`src/rtl/bcs_pkg.sv`:
```
`timescale 1ns/1ps
package bcs_pkg;
    typedef enum logic [2:0] {
        ST_IDLE,
        ST_T1,
        ST_T2,
        ST_TW,
        ST_T3,
        ST_HOLD
    } seq_state_e;

    typedef struct packed {
        seq_state_e st;
        logic       hold_rec;
    } fsm_regs_t;
endpackage

```
`src/rtl/bcs_fsm.sv`:
```
`timescale 1ns/1ps
module bcs_fsm
    import bcs_pkg::*;
(
    input  logic       clk,
    input  logic       rst_n,
    input  logic       start,
    input  logic       ready,
    input  logic       hold,
    input  logic       halted,
    output seq_state_e st,
    output logic       hold_rec,
    output logic       take
);
    fsm_regs_t fsm_d, fsm_q;

    always_comb begin
        fsm_d = fsm_q;
        take  = 1'b0;
        case (fsm_q.st)
            ST_IDLE: begin
                fsm_d.hold_rec = 1'b0;
                if (halted && hold) begin
                    fsm_d.st = ST_HOLD;
                end else if (start) begin
                    fsm_d.st = ST_T1;
                    take     = 1'b1;
                end
            end
            ST_T1: fsm_d.st = ST_T2;
            ST_T2, ST_TW: begin
                if (ready) begin
                    fsm_d.st       = ST_T3;
                    fsm_d.hold_rec = hold;
                end else begin
                    fsm_d.st = ST_TW;
                end
            end
            ST_T3: fsm_d.st = fsm_q.hold_rec ? ST_HOLD : ST_IDLE;
            ST_HOLD: begin
                if (!hold) begin
                    fsm_d.st       = ST_IDLE;
                    fsm_d.hold_rec = 1'b0;
                end
            end
            default: fsm_d = '{st: ST_IDLE, hold_rec: 1'b0};
        endcase
    end

    always_ff @(posedge clk or negedge rst_n) begin
        if (!rst_n) fsm_q <= '{st: ST_IDLE, hold_rec: 1'b0};
        else        fsm_q <= fsm_d;
    end

    assign st       = fsm_q.st;
    assign hold_rec = fsm_q.hold_rec;
endmodule

```
`src/rtl/bcs_latch.sv`:
```
`timescale 1ns/1ps
module bcs_latch #(
    parameter int ADDR_W = 16,
    parameter int DATA_W = 8,
    parameter int PORT_W = 8
) (
    input  logic              clk,
    input  logic              rst_n,
    input  logic              take,
    input  logic              to_addr_state,
    input  logic              req_write,
    input  logic              req_io,
    input  logic [DATA_W-1:0] req_status,
    input  logic [ADDR_W-1:0] req_addr,
    input  logic [DATA_W-1:0] req_wdata,
    output logic              write_q,
    output logic [ADDR_W-1:0] addr_q,
    output logic [DATA_W-1:0] dout_q
);
    localparam int REP = ADDR_W / PORT_W;

    typedef struct packed {
        logic              wr;
        logic [ADDR_W-1:0] addr;
        logic [DATA_W-1:0] wdata;
        logic [DATA_W-1:0] dout;
    } lat_t;

    lat_t lat_d, lat_q;
    logic [ADDR_W-1:0] port_addr;

    // Port number copied onto every byte lane of the address bus
    for (genvar g = 0; g < REP; g++) begin : g_mirror
        assign port_addr[g*PORT_W +: PORT_W] = req_addr[PORT_W-1:0];
    end

    always_comb begin
        lat_d = lat_q;
        if (take) begin
            lat_d.wr    = req_write;
            lat_d.addr  = req_io ? port_addr : req_addr;
            lat_d.wdata = req_wdata;
            lat_d.dout  = req_status;
        end else if (to_addr_state && lat_q.wr) begin
            lat_d.dout  = lat_q.wdata;
        end
    end

    always_ff @(posedge clk or negedge rst_n) begin
        if (!rst_n) lat_q <= '0;
        else        lat_q <= lat_d;
    end

    assign write_q = lat_q.wr;
    assign addr_q  = lat_q.addr;
    assign dout_q  = lat_q.dout;
endmodule

```
`src/rtl/bus_cycle_seq.sv`:
```
`timescale 1ns/1ps
module bus_cycle_seq
    import bcs_pkg::*;
#(
    parameter int ADDR_W = 16,
    parameter int DATA_W = 8,
    parameter int PORT_W = 8
) (
    input  logic              clk,
    input  logic              rst_n,
    input  logic              req_valid,
    input  logic              req_write,
    input  logic              req_io,
    input  logic [DATA_W-1:0] req_status,
    input  logic [ADDR_W-1:0] req_addr,
    input  logic [DATA_W-1:0] req_wdata,
    input  logic              ready,
    input  logic              hold,
    input  logic              halted,
    output logic [ADDR_W-1:0] addr_out,
    output logic              addr_oe,
    output logic [DATA_W-1:0] data_out,
    output logic              data_oe,
    output logic              sync,
    output logic              dbin,
    output logic              wr_n,
    output logic              wait_o,
    output logic              hlda,
    output logic              rd_capture,
    output logic              cyc_done
);
    seq_state_e st;
    logic hold_rec, take, write_q;
    logic in_xfer, in_bus;

    bcs_fsm u_fsm (
        .clk      (clk),
        .rst_n    (rst_n),
        .start    (req_valid),
        .ready    (ready),
        .hold     (hold),
        .halted   (halted),
        .st       (st),
        .hold_rec (hold_rec),
        .take     (take)
    );

    bcs_latch #(.ADDR_W(ADDR_W), .DATA_W(DATA_W), .PORT_W(PORT_W)) u_lat (
        .clk           (clk),
        .rst_n         (rst_n),
        .take          (take),
        .to_addr_state (st == ST_T1),
        .req_write     (req_write),
        .req_io        (req_io),
        .req_status    (req_status),
        .req_addr      (req_addr),
        .req_wdata     (req_wdata),
        .write_q       (write_q),
        .addr_q        (addr_out),
        .dout_q        (data_out)
    );

    assign in_xfer    = (st == ST_T2) || (st == ST_TW);
    assign in_bus     = (st == ST_T1) || in_xfer || (st == ST_T3);
    assign hlda       = (st == ST_HOLD) || ((st == ST_T3) && hold_rec && !write_q);
    assign addr_oe    = in_bus && !hlda;
    assign data_oe    = !hlda && ((st == ST_T1) ||
                        (write_q && (in_xfer || (st == ST_T3))));
    assign sync       = (st == ST_T1);
    assign dbin       = !write_q && in_xfer;
    assign wr_n       = !(write_q && (in_xfer || (st == ST_T3)));
    assign wait_o     = (st == ST_TW);
    assign rd_capture = dbin && ready;
    assign cyc_done   = (st == ST_T3);
endmodule

```
`config.mk`:
```
export PLATFORM = sky130hd
export DESIGN_NAME = bus_cycle_seq
export DESIGN_NICKNAME = d
export VERILOG_FILES = /design/src/rtl/bcs_pkg.sv /design/src/rtl/bcs_fsm.sv /design/src/rtl/bcs_latch.sv /design/src/rtl/bus_cycle_seq.sv
export SDC_FILE = /design/constraint.sdc
export NUM_CORES = 1
export LEC_CHECK = 0
export ABC_AREA = 0
export CAP_MARGIN = 20
export CORE_ASPECT_RATIO = 1.1
export CORE_MARGIN = 2
export CORE_UTILIZATION = 36
export CTS_CLUSTER_SIZE = 30
export DETAILED_ROUTE_END_ITERATION = 8
export PLACE_DENSITY_LB_ADDON = 0.1
export SLEW_MARGIN = 20
export SYNTH_ARGS = -nofsm -noshare
export SYNTH_HDL_FRONTEND = slang
export SYNTH_SLANG_ARGS = --single-unit
```
`constraint.sdc`:
```
create_clock -name clk -period 1.6 [get_ports clk]
set_input_delay 0.32 -clock clk [delete_from_list [all_inputs] [get_ports clk]]
set_output_delay 0.32 -clock clk [all_outputs]
set_load 0.005 [all_outputs]
```
==> out/qor.yml <==
totalWireLength_um: 5640
synth-xor-area-share_pct: 0
netlist_instances: 165
final_max_slew_viol_count: 0
violations: "setup timing"
mostFrequentLayoutCells: "clkdlybuf4s50_1 (62), dfrtp_1 (34), mux2_4 (29), buf_4 (29), buf_6 (22)"
netlist.top_cell.by_area: "dfrtp_1"
synth_mux_area_share_pct: 26.8
cts_made_buffers: 5
max_slew_margin_pct: 70.8
crit_path_start_kind: "flip-flop"
timing.final.crit_share_pct: 116
worst_ep_arrival_time_ns: 2.03
seqCellArea_um2: 930
synth_cell_type_count: 28
synth-simple-area-share_pct: 6.55
synth-edff-count: 0
power_density_mw_per_mm2: 1960
crit_type: "reg2reg"
grt_pass1_vias: 1758
grt-ovfl-total: 0
synthAdderAreaFrac_pct: 0
antennaDiodeCount: 0
drive_gt1_share_pct: 49.8
setup_viol: 42
die_w_um: 75.8
area_delta_synth_final_pct: 67.4
status: "finished with violations"
post-route-min-period_ns: 1.86
ant_nets: 0
end_kind: "flip-flop"
grt_pass1_wl_um: 8750
fin_hold_ws_ns: 0.506
port_buffers: 72
fin_ws_ns: -0.259
hold_path_class: "in2async"
first_pass_iters: 4
irDropWorstVdd_mv: 0.842
ys.flop_type: "dfrtp_1"
fill_cells: 428
worstPathMaxFanout: 6
nets: 307
drv_cap: 0
cp.required_ns: 1.78
htree_levels: 2
clk_pin_slew_ns: 0.07
async_reset_ff_share_pct: 100
clockBufferDepth: 2
synth_area_leaders: "dfrtp_1 (45%), mux2_4 (15%), buf_4 (8.8%)"
mappedNetlistArea_mm2: 0.00204
setup_tns_ns: -7.87
yosysTopAreaCellShare_pct: 45.3
drtIter0Drc: 79
synth-seq-area-share_pct: 45.3
synth_warnings: 0
die_area_mm2: 0.00630
start_util_pct: 37.6
fmax_mhz: 538
clk_latency_ns: 0.29
skew_ns: 0.00332
rsz0062_at_grt: "true"
multi_input_area_mm2: 0.00104
core_mm2: 0.00543
fin_cells: 342
synth-seq-cells: 37
hold_viol_final: 0
route.detailed.drc: 0
num_vias: 1645
synth_compound_area_share_pct: 9.25
chipHeight_um: 83.0
grt_start_max_net_pins: 21
gp_congestion: 0.873
avgSynthCellArea_um2: 12.4
clockRootBuffer: "clkbuf_8"
io_pins: 73
cts_tree: "yes"
worstMarginPinSlew_ns: 0.438
synthesis.nets: 205
antenna_found_initial: 0
hpwl_um: 3290
via_per_inst: 4.81
placementRows: 28
grtUsageTotal_pct: 17.9
dpl.cell_count: 298
cts_sinks: 37
wl_per_cell_um: 16.5
power_leakage_nw: 1.56
layout_commonest_cell: "clkdlybuf4s50_1"
synth_top_family_by_area: "multiplexers"
[cells in the mapped netlist (2+ instances only)]
| cell | n |
|---|---|
| nor2b_1 | 3 |
| dfrtp_1 | 37 |
| buf_6 | 3 |
| o21ai_0 | 3 |
| o22ai_1 | 2 |
| nor2_1 | 6 |
| nand2_1 | 3 |
| mux2i_1 | 9 |
| a21oi_1 | 8 |
| buf_4 | 24 |
| clkbuf_1 | 4 |
| mux2_4 | 20 |
| and2_1 | 3 |
| a31oi_1 | 8 |
| nand2b_1 | 4 |
| buf_2 | 2 |
| mux2_2 | 14 |
| buf_1 | 2 |
[where the power goes]
group | internal (mW) | switching [mW]
Clock | 0.342 | 0.323
Sequential | 1.42 | 0.330
Combinational | 2.85 | 1.44
[metrics by stage]
| step | utilization, % | power [mW] | setup WS (ns) | area [um^2] |
|---|---|---|---|---|
| after floorplan | - | 3.63 | -0.0951 | 2060 |
| after global placement | 51.6 | 4.58 | -0.326 | 2800 |
| after detailed placement | 51.6 | 4.66 | -0.353 | 2800 |
| after CTS | 59.3 | 6.18 | -0.245 | 3220 |
| after global routing | 63.0 | 7.09 | -0.306 | 3420 |
| final | 63.0 | 6.71 | -0.259 | 3420 |
[flip-flops by register name, indices dropped and copies added, names as in the netlist]
register	count
u_fsm.hold_rec	1
u_lat.dout_q	8
u_fsm.st	3
u_lat.lat_q	8
u_lat.addr_q	16
u_lat.write_q	1
[routing by layer]
metal	global-route usage (%)	wire, um	up-vias
met1	23.2	2400	813
met4	4.78	126	0
li1	-	-	769
met5	0	0	-
met2	29.0	2840	50
met3	4.49	268	13
[path summary, 6_finish.rpt]
path,from,endpoint,slack [ns],cells after the start
setup reg to reg,u_fsm.st[2],u_lat.addr_q[5],-0.26,6
max in group asynchronous,rst_n,u_lat.dout_q[7],0.64,3
hold reg to reg,u_lat.lat_q[14],u_lat.lat_q[14],0.51,1
min in group clk,u_lat.lat_q[14],u_lat.lat_q[14],0.51,1
hold / removal,rst_n,u_lat.addr_q[4],0.51,2
setup / recovery,u_fsm.st[2],u_lat.addr_q[5],-0.26,6
[what timing repair did]
action / 4_1_cts / 5_1_grt
gates cloned: 1 / 1
setup endpoints to repair: 43 / 43
hold endpoints to repair: 17 / 0
gates resized for setup: 75 / 29
setup buffers: 27 / 10
hold buffers: 1 / 0
pin swaps: 7 / 13
[cells by family after synthesis]
family          Yosys count
flops                    37
compound gates           27
mux                      43
simple gates             23
buf+inv                  35
[final cells by class]
| cell class | count | share of cell area (%) |
|---|---|---|
| flip-flops and latches | 37 | 27.2 |
| clock buffers | 7 | 2.52 |
| multi-input cells | 93 | 30.4 |
| well taps | 75 | 2.74 |
| repair buffers | 130 | 37.1 |
[worst max-delay path: stages (launching register included)]
cell       delay, ns
dfrtp_2         0.43
buf_6           0.12
buf_6           0.12
a2111oi_4       0.41
nand2_4         0.16
clkbuf_16       0.21
mux2_4          0.29
(Power assumes the default switching activity.)
